`config.mk`:
```
export PLATFORM = sky130hd
export DESIGN_NAME = quickop_seq
export DESIGN_NICKNAME = d
export VERILOG_FILES = /design/src/rtl/quickop_pkg.sv /design/src/rtl/quickop_decode.sv /design/src/rtl/quickop_fsm.sv /design/src/rtl/quickop_addr.sv /design/src/rtl/quickop_seq.sv
export SDC_FILE = /design/constraint.sdc
export NUM_CORES = 1
export LEC_CHECK = 0
export BUFFER_PORTS_ARGS = -buffer_cell sky130_fd_sc_hd__buf_2
export CORE_MARGIN = 10
export CORE_UTILIZATION = 53
export CTS_BUF_LIST = sky130_fd_sc_hd__clkbuf_4 sky130_fd_sc_hd__clkbuf_8
export DETAILED_ROUTE_END_ITERATION = 10
export PLACE_DENSITY = 0.83
export SYNTH_ARGS = -nofsm -noshare
export SYNTH_HDL_FRONTEND = slang
export SYNTH_SLANG_ARGS = --single-unit
```
`constraint.sdc`:
```
create_clock -name clk -period 2.64 [get_ports clk]
set_input_delay 0.528 -clock clk [delete_from_list [all_inputs] [get_ports clk]]
set_output_delay 0.528 -clock clk [all_outputs]
set_load 0.02 [all_outputs]
```
`src/rtl/quickop_pkg.sv`:
```
package quickop_pkg;
  typedef enum logic [2:0] {
    STEP_NONE     = 3'd0,
    STEP_PREFETCH = 3'd1,
    STEP_INTERNAL = 3'd2,
    STEP_RD_HI    = 3'd3,
    STEP_RD_LO    = 3'd4,
    STEP_WR_HI    = 3'd5,
    STEP_WR_LO    = 3'd6
  } step_e;

  typedef enum logic [3:0] {
    S_IDLE, S_EACOPY, S_RDHI, S_RDLO, S_PF, S_INT, S_OPR, S_WRLO, S_WRHI, S_INC
  } state_e;

  typedef enum logic [1:0] {
    K_REG_SHORT = 2'd0,
    K_REG_LONG  = 2'd1,
    K_MEM       = 2'd2
  } kind_e;

  localparam logic [1:0] SZ_BYTE = 2'd0;
  localparam logic [1:0] SZ_WORD = 2'd1;
  localparam logic [1:0] SZ_LONG = 2'd2;

  localparam logic [2:0] MD_DREG = 3'd0;
  localparam logic [2:0] MD_AREG = 3'd1;
  localparam logic [2:0] MD_IND  = 3'd2;
  localparam logic [2:0] MD_POST = 3'd3;
endpackage

```
`src/rtl/quickop_decode.sv`:
```
module quickop_decode
  import quickop_pkg::*;
#(
  parameter int ADDR_W = 24
) (
  input  logic [1:0]        size,
  input  logic [2:0]        mode,
  input  logic              addr_lsb,
  output logic              valid,
  output kind_e             kind,
  output logic              is_long,
  output logic              is_byte,
  output logic              is_post,
  output logic [2:0]        amt
);
  logic size_ok, mode_ok, is_mem, align_ok;

  always_comb begin
    size_ok  = (size != 2'd3);
    mode_ok  = (mode == MD_DREG) || (mode == MD_AREG) || (mode == MD_IND) || (mode == MD_POST);
    is_mem   = (mode == MD_IND) || (mode == MD_POST);
    is_long  = (size == SZ_LONG);
    is_byte  = (size == SZ_BYTE);
    is_post  = (mode == MD_POST);
    align_ok = !is_mem || is_byte || !addr_lsb;
    valid    = size_ok && mode_ok && align_ok;
    if (is_mem)                          kind = K_MEM;
    else if (mode == MD_DREG && !is_long) kind = K_REG_SHORT;
    else                                 kind = K_REG_LONG;
    case (size)
      SZ_BYTE: amt = 3'd1;
      SZ_WORD: amt = 3'd2;
      default: amt = 3'd4;
    endcase
  end
endmodule

```
`src/rtl/quickop_fsm.sv`:
```
module quickop_fsm
  import quickop_pkg::*;
(
  input  logic   clk,
  input  logic   rst_n,
  input  logic   accept,
  input  kind_e  new_kind,
  input  logic   new_long,
  input  kind_e  job_kind,
  input  logic   job_long,
  input  logic   job_post,
  input  logic   ack,
  output state_e state,
  output logic   operate,
  output logic   inc_req
);
  state_e nxt;

  always_comb begin
    nxt = state;
    case (state)
      S_IDLE: if (accept) begin
        if (new_kind == K_MEM) nxt = new_long ? S_EACOPY : S_RDLO;
        else                   nxt = S_PF;
      end
      S_EACOPY: nxt = S_RDHI;
      S_RDHI:   if (ack) nxt = S_RDLO;
      S_RDLO:   if (ack) nxt = S_PF;
      S_PF:     if (ack) begin
        case (job_kind)
          K_REG_SHORT: nxt = S_IDLE;
          K_REG_LONG:  nxt = S_INT;
          default:     nxt = S_OPR;
        endcase
      end
      S_INT:    nxt = S_IDLE;
      S_OPR:    nxt = S_WRLO;
      S_WRLO:   if (ack) nxt = job_long ? S_WRHI : (job_post ? S_INC : S_IDLE);
      S_WRHI:   if (ack) nxt = job_post ? S_INC : S_IDLE;
      S_INC:    nxt = S_IDLE;
      default:  nxt = S_IDLE;
    endcase
  end

  always_ff @(posedge clk or negedge rst_n) begin
    if (!rst_n) state <= S_IDLE;
    else        state <= nxt;
  end

  always_comb begin
    operate = (state == S_OPR) || ((state == S_PF) && ack && (job_kind != K_MEM));
    inc_req = (state == S_INC);
  end
endmodule

```
`src/rtl/quickop_addr.sv`:
```
module quickop_addr
  import quickop_pkg::*;
#(
  parameter int ADDR_W = 24
) (
  input  state_e            state,
  input  logic [ADDR_W-1:0] ea,
  input  logic              job_long,
  input  logic              job_byte,
  output logic [2:0]        step,
  output logic [ADDR_W-1:0] addr,
  output logic [1:0]        lane
);
  localparam logic [ADDR_W-1:0] LOW_OFS = ADDR_W'(2);
  logic data_step, low_half;

  always_comb begin
    case (state)
      S_PF:    step = STEP_PREFETCH;
      S_INT:   step = STEP_INTERNAL;
      S_RDHI:  step = STEP_RD_HI;
      S_RDLO:  step = STEP_RD_LO;
      S_WRHI:  step = STEP_WR_HI;
      S_WRLO:  step = STEP_WR_LO;
      default: step = STEP_NONE;
    endcase
    data_step = (state == S_RDHI) || (state == S_RDLO) || (state == S_WRHI) || (state == S_WRLO);
    low_half  = job_long && ((state == S_RDLO) || (state == S_WRLO));
    addr      = low_half ? (ea + LOW_OFS) : ea;
    if (!data_step)    lane = 2'b00;
    else if (job_byte) lane = ea[0] ? 2'b01 : 2'b10;
    else               lane = 2'b11;
  end
endmodule

```
`src/rtl/quickop_seq.sv`:
```
module quickop_seq
  import quickop_pkg::*;
#(
  parameter int ADDR_W = 24,
  parameter int REG_W  = 3
) (
  input  logic              clk,
  input  logic              rst_n,
  input  logic              start,
  input  logic [1:0]        size,
  input  logic [2:0]        mode,
  input  logic [REG_W-1:0]  regno,
  input  logic [ADDR_W-1:0] base_addr,
  input  logic              ack,
  output logic              busy,
  output logic [2:0]        step,
  output logic [ADDR_W-1:0] addr,
  output logic [1:0]        lane,
  output logic              operate,
  output logic              inc_req,
  output logic [REG_W-1:0]  inc_reg,
  output logic [2:0]        inc_amt,
  output logic              reject
);
  logic rst_meta, rst_sync_n;

  always_ff @(posedge clk or negedge rst_n) begin
    if (!rst_n) begin
      rst_meta   <= 1'b0;
      rst_sync_n <= 1'b0;
    end else begin
      rst_meta   <= 1'b1;
      rst_sync_n <= rst_meta;
    end
  end

  logic       d_valid, d_long, d_byte, d_post;
  kind_e      d_kind;
  logic [2:0] d_amt;

  quickop_decode #(.ADDR_W(ADDR_W)) u_decode (
    .size(size), .mode(mode), .addr_lsb(base_addr[0]),
    .valid(d_valid), .kind(d_kind), .is_long(d_long), .is_byte(d_byte),
    .is_post(d_post), .amt(d_amt)
  );

  state_e state;
  logic   accept;

  assign busy   = (state != S_IDLE);
  assign accept = start && !busy && rst_sync_n && d_valid;
  assign reject = start && !busy && rst_sync_n && !d_valid;

  kind_e             job_kind;
  logic              job_long, job_byte, job_post;
  logic [ADDR_W-1:0] job_ea;
  logic [REG_W-1:0]  job_reg;
  logic [2:0]        job_amt;

  always_ff @(posedge clk or negedge rst_sync_n) begin
    if (!rst_sync_n) begin
      job_kind <= K_REG_SHORT;
      job_long <= 1'b0;
      job_byte <= 1'b0;
      job_post <= 1'b0;
      job_ea   <= '0;
      job_reg  <= '0;
      job_amt  <= '0;
    end else if (accept) begin
      job_kind <= d_kind;
      job_long <= d_long;
      job_byte <= d_byte;
      job_post <= d_post;
      job_ea   <= base_addr;
      job_reg  <= regno;
      job_amt  <= d_amt;
    end
  end

  quickop_fsm u_fsm (
    .clk(clk), .rst_n(rst_sync_n), .accept(accept),
    .new_kind(d_kind), .new_long(d_long),
    .job_kind(job_kind), .job_long(job_long), .job_post(job_post),
    .ack(ack), .state(state), .operate(operate), .inc_req(inc_req)
  );

  quickop_addr #(.ADDR_W(ADDR_W)) u_addr (
    .state(state), .ea(job_ea), .job_long(job_long), .job_byte(job_byte),
    .step(step), .addr(addr), .lane(lane)
  );

  assign inc_reg = job_reg;
  assign inc_amt = job_amt;
endmodule

```
==> results.cfg, run 1 <==
[run_status]
status = complete, no violations

[route]
firstDrtPassIters = 4
drt_iter0_drc = 61
drc = 0
via_per_inst = 5.40
routed_wl_um = 5510
via_count = 1959
post_drt_wl_per_cell_um = 15.2
ant_nets = 0

[floorplanning]
start_util = 0.544
io-pin-count = 75
core_um2 = 4320
die_w_um = 86.6
rows = 24
die_area_um2 = 7500
die_h_um = 86.6

[final_layout]
final_cells = 363
final_core_util = 0.664
final_nets = 347
largest_reg_flops = 24
final_layout_size_suffix_gt1_frac = 0.331
syn_to_final_growth_pct = 22.0
diodes = 0

[power_and_ir_drop]
netSwitchingPower_mw = 1.51
swShare = 0.454
p_int_mw = 1.82
clkPwrFrac = 0.119
p_leak_nw = 1.37
p_comb_frac = 0.516
peakVddDrop_v = 0.000896
powerDensity_nw_per_um2 = 1160
seqPwrFrac = 0.365

[clocking]
clk_path_buf_depth = 2
cts_tree = built
htree_levels = 2
cts_num_sinks = 40
cts_buffers = 5
clk_latency_ps = 290
cts.clk_slew.worst_paths_ps = 80
cts-root-buf = clkbuf_8

[synthesis]
synth_xor_area_frac = 0.0894
synth.distinct_cells = 51
ys_seq_area_frac = 0.426
synth_area_leaders = dfrtp_1, mux2_1, xnor2_1, xor2_1, nand3_1
syn-cell-area_um2 = 2350
synth_common_cells = dfrtp_1, mux2_1, nand2_1, xnor2_1, nor2_1
synth_fa_ha_area_frac = 0.00532
synth_compound_area_frac = 0.0936
yosysTopAreaCellShare = 0.426
synth_edf_count = 0
yosys_warnings = 0
synth_nets = 271
yosys-mux-area-fraction = 0.129
ys_ff_latch = 40
yosysTopAreaCell = dfrtp_1
ys.flop_type = dfrtp_1
yosysMostFrequentCell = dfrtp_1
ys_async_sr_fraction = 1.00
synth_top_family_by_area = simple AND/OR/NAND/NOR gates
syn_avg_cell_area_um2 = 10.1
synthCells = 234
synth_simple_gate_area_frac = 0.203

[sta]
finalClockSkew_ps = 10.6
fmax_mhz = 397
final_hold_viol_count = 0
tightest_slew_ps = 604
setup_viol = 0
fin_ws_ps = 120
hold_slack_ps = 82.7
maxSlewViolCount = 0
fin_crit_ps = 2520
post-route-period-util = 0.955
final.setup.tns_ps = 0
slew-limit-headroom = 0.591

[global_routing]
grt_pass1_wl_um = 9300
met2_usage = 0.233
grt_pass1_vias = 1995
grt_use_total = 0.148
top_usage_layer = met2
grtUsageMet1 = 0.186
grtUsageMet3 = 0.0582
grt_overflow = 0
grt_max_degree = 37
antenna_found_initial = 0

[critical_path]
worst-path-max-fanout = 7
critical_path_buf_inv_count = 1
path_delay_family = simple AND/OR/NAND/NOR gates
cp_cell_sequence = nand4_1, nor4_2, nand4_1, nor2_1, xor2_1, buf_2
critical_path.slowest_cell = dfrtp_1
end_kind = output pin
worst_path_most_repeated_cell = nand4_1
critPathKind = reg2out
cp-start-kind = flip-flop
crit_arrival_ps = 1990
required_ps = 2110
max_stage_delay_ps = 440

[job]
cap_viol_max_count = 0

[placement]
dp_cells = 353
io_buffers = 74
place_ws_ps = 348
detailedPlacementHpwl_um = 4390
gp_congestion = 0.854

[min_path]
hold_class = reg2async
## power by group through the flow
| stage | clock network [mW] | logic, mW | registers [mW] |
|---|---|---|---|
| 2_1_floorplan | 0 | 1.23 | 1.20 |
| 3_3_place_gp | 0 | 1.71 | 1.20 |
| 3_5_place_dp | 0 | 1.74 | 1.22 |
| 4_1_cts | 0.414 | 1.75 | 1.21 |
| 5_1_grt | 0.443 | 1.89 | 1.28 |
| 6_report | 0.398 | 1.72 | 1.22 |
## stage by stage
| step | area, um2 | total power, mW |
|---|---|---|
| floorplan | 2350 | 2.43 |
| global placement | 2750 | 2.91 |
| detailed placement | 2750 | 2.96 |
| CTS | 2850 | 3.37 |
| global route | 2870 | 3.61 |
| finish | 2870 | 3.34 |
## per-layer routing
layer	share of wire	vias to the layer above
met2	0.47	58
met1	0.44	925
li1	-	971
met3	0.081	5
met5	0	-
met4	0.0083	0
## cell type report
class                      count  area (um2)
clock inverter                 2        12.5
inverter                       9        33.8
timing repair buffer          83         440
clock buffer                   6        76.3
tap                           52        65.1
multi-input combinational    171        1240
fill                         366        1450
sequential                    40        1000
## worst reg2reg max path, stage by stage (launching register included)
cell	delay [ps]
dfrtp_1	390
buf_4	200
nor4_4	400
nand3_2	150
nor2_4	100
buf_4	280
mux2_1	380
## cells by family after synthesis
| kind of cell | count (synthesis) |
|---|---|
| fa+ha+maj | 1 |
| compound gates | 35 |
| buf+inv | 23 |
| flops | 40 |
| xor+xnor | 24 |
| simple gates | 83 |
| other cells | 1 |
| mux | 27 |
## worst paths after layout
| path | slack, ps | cells past startpoint | from | endpoint |
|---|---|---|---|---|
| hold / removal | 80 | 0 | rst_sync_n$_DFF_PN0_ | job_kind[0]$_DFFE_PN0P_ |
| setup reg to reg | 610 | 6 | u_fsm.state[0]$_DFFE_PN0P_ | job_ea[3]$_DFFE_PN0P_ |
| hold reg to reg | 80 | 0 | rst_sync_n$_DFF_PN0_ | job_kind[0]$_DFFE_PN0P_ |
| setup / recovery | 120 | 6 | job_ea[5]$_DFFE_PN0P_ | addr[23] |
| max in group asynchronous | 1910 | 1 | rst_sync_n$_DFF_PN0_ | u_fsm.state[1]$_DFFE_PN0P_ |
| min in group clk | 360 | 0 | rst_meta$_DFF_PN0_ | rst_sync_n$_DFF_PN0_ |
## placed cells by master (no fill, tap or decap), drive strengths merged, types with 2 or more instances in the layout
| cell type | n |
|---|---|
| buf | 82 |
| dfrtp | 40 |
| mux2 | 27 |
| nand2 | 16 |
| xnor2 | 16 |
| nor2 | 16 |
| nand3 | 13 |
| o21ai | 10 |
| inv | 9 |
| a21oi | 9 |
| xor2 | 8 |
| nand4 | 6 |
| clkbuf | 6 |
| nor2b | 5 |
| and2 | 4 |
| nand2b | 4 |
| a31oi | 3 |
| nor3 | 3 |
| and3 | 2 |
| and4 | 2 |
| nand3b | 2 |
| or2 | 2 |
| o2111ai | 2 |
| o32ai | 2 |
| nor4 | 2 |
## repair_timing
item,CTS,global route
endpoints found under the hold margin,2,0
buffers inserted,0,1
resized for setup,0,2
hold buffers,1,0
endpoints found under the setup margin,0,8
Note: power is estimated with default switching activity, not from simulation.
==> run 2: changes to the inputs <==
==> constraint.sdc (replaced) <==
create_clock -name clk -period 2.43 [get_ports clk]
set_input_delay 0.486 -clock clk [delete_from_list [all_inputs] [get_ports clk]]
set_output_delay 0.486 -clock clk [all_outputs]
set_load 0.02 [all_outputs]
==> results.cfg, run 2 (synthesized netlist as in run 1, its figures left out) <==
[route]
drt_iter0_drc = 128
post_drt_wl_per_cell_um = 15.8
via_per_inst = 5.46
routed_wl_um = 5860
ant_nets = 0
firstDrtPassIters = 4
drc = 0
via_count = 2025

[power_and_ir_drop]
finalPower_mw = 3.95
powerDensity_nw_per_um2 = 1290
peakVddDrop_v = 0.000749
p_leak_nw = 1.47

[sta]
post-route-period-util = 1.03
finalClockSkew_ps = 5.64
maxSlewViolCount = 0
fin_ws_ps = -79.5
setup_viol = 4
final_hold_viol_count = 0
fmax_mhz = 398
final.setup.tns_ps = -240
slew-limit-headroom = 0.663
grt_setup_unrepaired = yes
tightest_slew_ps = 504
fin_crit_ps = 2510
hold_slack_ps = 88.4

[global_routing]
antenna_found_initial = 0
grt_pass1_vias = 2014
top_usage_layer = met2
grtUsageMet3 = 0.0647
grt_use_total = 0.150
grtUsageMet1 = 0.170
grt_overflow = 0
met2_usage = 0.249
grt_max_degree = 36
grt_pass1_wl_um = 9340

[clocking]
cts.clk_slew.worst_paths_ps = 80
cts_num_sinks = 40
htree_levels = 2
cts-root-buf = clkbuf_8
cts_tree = built
clk_latency_ps = 290
clk_path_buf_depth = 2
cts_buffers = 5

[placement]
postPlaceCellArea_um2 = 2770
dp_cells = 355
place_ws_ps = 131
io_buffers = 74
gp_congestion = 0.839
detailedPlacementHpwl_um = 4480

[critical_path]
startpoint = job_ea[11]$_DFFE_PN0P_
cp-start-kind = flip-flop
critical_path.slowest_cell = dfrtp_1
critPathKind = reg2out
worst-path-max-fanout = 6
cp_cell_sequence = and4_1, and3_1, and4bb_2, nand3_2, xnor2_1, buf_4
required_ps = 1940
path_delay_family = simple AND/OR/NAND/NOR gates
crit_arrival_ps = 2020
max_stage_delay_ps = 450
end_kind = output pin
worstReg2RegStart = u_fsm.state[0]$_DFFE_PN0P_
critical_path_buf_inv_count = 1

[floorplanning]
core_um2 = 4320
start_util = 0.544
die_h_um = 86.6
die_area_um2 = 7500
rows = 24
io-pin-count = 75
die_w_um = 86.6

[run_status]
violations = negative setup slack
status = finished, violations left

[final_layout]
syn_to_final_growth_pct = 30.1
largest_reg_flops = 24
final_common_cell = buf_2
final_nets = 355
final_core_util = 0.707
final_cell_mix = buf_2, dfrtp_1, buf_4
final_cells = 371
fin_area_um2 = 3060
final_layout_size_suffix_gt1_frac = 0.386
diodes = 0

[job]
cap_viol_max_count = 0

[min_path]
hold_class = reg2async
[run 2: cell types whose count changed in the layout (fill, tap and decap cells not counted), moves of 2 or more]
cell / previous run / this run
nand3_1: 12 / 9
xnor2_1: 16 / 14
buf_4: 8 / 26
nor2_1: 14 / 11
nor2_2: 0 / 3
buf_2: 74 / 63
nand3_2: 1 / 4
xnor2_2: 0 / 2
[run 2: final cells by class]
| class | instances | area [um2] |
|---|---|---|
| multi-input combinational | 171 | 1300 |
| sequential | 40 | 1000 |
| inverter | 9 | 33.8 |
| timing repair buffer | 91 | 532 |
| tap | 52 | 65.1 |
| fill | 309 | 1260 |
| clock buffer | 6 | 82.6 |
| clock inverter | 2 | 38.8 |
[run 2: repair_timing]
| action | in CTS | in global routing |
|---|---|---|
| setup endpoints to repair | 10 | 14 |
| hold buffers | 1 | 0 |
| resized for setup | 4 | 24 |
| hold endpoints to repair | 2 | 0 |
| buffers inserted | 2 | 5 |
| pin swaps | 3 | 7 |
[run 2: power by group]
group          total [mW]  switching (mW)  internal [mW]
combinational        2.07            1.16          0.904
clock               0.566           0.230          0.336
sequential           1.31           0.329          0.985
[run 2: worst paths after layout]
| path | end | slack, ps | cells after the start |
|---|---|---|---|
| max reg2reg | job_ea[14]$_DFFE_PN0P_ | 380 | 6 |
| min reg2reg | job_post$_DFFE_PN0P_ | 90 | 0 |
| min in group clk | rst_sync_n$_DFF_PN0_ | 360 | 0 |
| min | job_post$_DFFE_PN0P_ | 90 | 0 |
| max | addr[22] | -80 | 6 |
| max in group asynchronous | job_ea[5]$_DFFE_PN0P_ | 1650 | 1 |
[run 2: routing by layer]
metal / routed length (um) / up-vias / part of all wire
met1: 2450 / 959 / 0.42
met5: 0 / - / 0
met4: 95 / 0 / 0.016
met2: 2820 / 64 / 0.48
met3: 495 / 10 / 0.084
li1: - / 992 / -
==> run 3: changes to the inputs <==
--- a/config.mk
+++ b/config.mk
@@ -10,7 +10,7 @@
 export CORE_UTILIZATION = 53
 export CTS_BUF_LIST = sky130_fd_sc_hd__clkbuf_4 sky130_fd_sc_hd__clkbuf_8
 export DETAILED_ROUTE_END_ITERATION = 10
-export PLACE_DENSITY = 0.83
+export PLACE_DENSITY = 0.8
 export SYNTH_ARGS = -nofsm -noshare
 export SYNTH_HDL_FRONTEND = slang
 export SYNTH_SLANG_ARGS = --single-unit
==> results.cfg, run 3 (synthesized netlist as in run 1, its figures left out) <==
[final_layout]
largest_reg_flops = 24
final_cells = 377
syn_to_final_growth_pct = 30.7
final_common_cell = buf_2
diodes = 0
final_cell_mix = buf_2, dfrtp_1, buf_4
final_layout_size_suffix_gt1_frac = 0.378
final_nets = 361
final_core_util = 0.711
fin_area_um2 = 3070

[sta]
grt_setup_unrepaired = yes
finalClockSkew_ps = 8.44
maxSlewViolCount = 0
final.setup.tns_ps = 0
post-route-period-util = 0.990
setup_viol = 0
final_hold_viol_count = 0
fmax_mhz = 416
fin_crit_ps = 2400

[critical_path]
crit_arrival_ps = 1920
critPathKind = reg2out
worstReg2RegStart = u_fsm.state[0]$_DFFE_PN0P_
cp_cell_sequence = nand3b_1, nor4_4, nand4_1, nor2_1, xor2_1, buf_4
path_delay_family = simple AND/OR/NAND/NOR gates
critical_path.slowest_cell = dfrtp_1
required_ps = 1940
critical_path_buf_inv_count = 1
end_kind = output pin
max_stage_delay_ps = 400
worst-path-max-fanout = 3
startpoint = u_fsm.state[3]$_DFFE_PN0P_
cp-start-kind = flip-flop

[clocking]
cts_buffers = 5
htree_levels = 2
cts_num_sinks = 40
clk_path_buf_depth = 2
clk_latency_ps = 290
cts-root-buf = clkbuf_8
cts_tree = built
cts.clk_slew.worst_paths_ps = 80

[power_and_ir_drop]
powerDensity_nw_per_um2 = 1320
finalPower_mw = 4.06
p_leak_nw = 1.48
peakVddDrop_v = 0.000591

[route]
routed_wl_um = 5930
firstDrtPassIters = 4
drc = 0
drt_iter0_drc = 87
via_per_inst = 5.36
ant_nets = 0
via_count = 2019
post_drt_wl_per_cell_um = 15.7

[placement]
detailedPlacementHpwl_um = 4300
gp_congestion = 0.840
dp_cells = 354
io_buffers = 74
postPlaceCellArea_um2 = 2770

[run_status]
status = complete, no violations

[global_routing]
grt_max_degree = 39
grt_use_total = 0.146
grt_pass1_vias = 1962
grt_overflow = 0
grt_pass1_wl_um = 9050
antenna_found_initial = 0

[floorplanning]
start_util = 0.544
die_w_um = 86.6
core_um2 = 4320
die_h_um = 86.6
rows = 24
die_area_um2 = 7500
io-pin-count = 75

[min_path]
hold_start = rst_meta$_DFF_PN0_
hold_class = reg2reg

[job]
cap_viol_max_count = 0
-- run 3: changes by cell type in the layout (fill, tap and decap cells not counted), moves of 2 or more --
cell | before | now
nor2_1 | 11 | 14
dfrtp_1 | 38 | 36
nor2_2 | 3 | 1
dfrtp_2 | 2 | 4
buf_2 | 63 | 67
nand3_1 | 9 | 12
nand3_2 | 4 | 1
buf_4 | 26 | 28
-- run 3: path summary, 6_finish.rpt --
path / endpoint / slack, ps / cells after the start
setup / recovery: addr[19] / 30 / 6
hold / removal: rst_sync_n$_DFF_PN0_ / 360 / 0
setup reg to reg: job_ea[2]$_DFFE_PN0P_ / 440 / 6
hold reg to reg: rst_sync_n$_DFF_PN0_ / 360 / 0
max in group asynchronous: job_ea[5]$_DFFE_PN0P_ / 1690 / 1
min in group asynchronous: job_ea[20]$_DFFE_PN0P_ / 380 / 1
-- run 3: metal layers --
layer / vias to the layer above / track usage / wire (um)
met5: - / 0 / 0
met4: 0 / 0.0501 / 71
met3: 9 / 0.0563 / 420
met2: 61 / 0.238 / 2870
met1: 951 / 0.172 / 2570
li1: 998 / - / -
-- run 3: power breakdown --
part           switching [mW]  internal [mW]  total (mW)
sequential              0.310          0.988        1.30
combinational            1.21          0.962        2.17
clock                   0.227          0.362       0.589
-- run 3: repair_timing --
item | 4_1_cts | 5_1_grt
setup buffers | 2 | 12
pin swaps | 5 | 5
hold buffers | 1 | 0
setup endpoints to repair | 11 | 18
resized for setup | 4 | 12
cloned | 0 | 0
hold endpoints to repair | 2 | 0
-- run 3: through the flow --
stage                     hold slack, ps  setup slack [ps]
after global placement               271               265
after detailed placement             272               207
after floorplan                      190               181
after CTS                            366             -19.4
after global routing                 384              -131
final                                365              25.4
-- run 3: final cells by class --
| cell class | instances | area (um2) |
|---|---|---|
| well taps | 52 | 65.1 |
| fillers | 318 | 1250 |
| clock buffers | 7 | 96.3 |
| clock inverters | 1 | 30.0 |
| inverters | 9 | 33.8 |
| flip-flops and latches | 40 | 1010 |
| repair buffers | 97 | 576 |
| multi-input cells | 171 | 1270 |
-- run 3: worst register-to-register path, cell delays in order (launching register included) --
cell     delay, ps
dfrtp_1        400
buf_4          210
nor4_4         410
nand3_2        150
nor2_4         130
buf_12         210
mux2_1         360
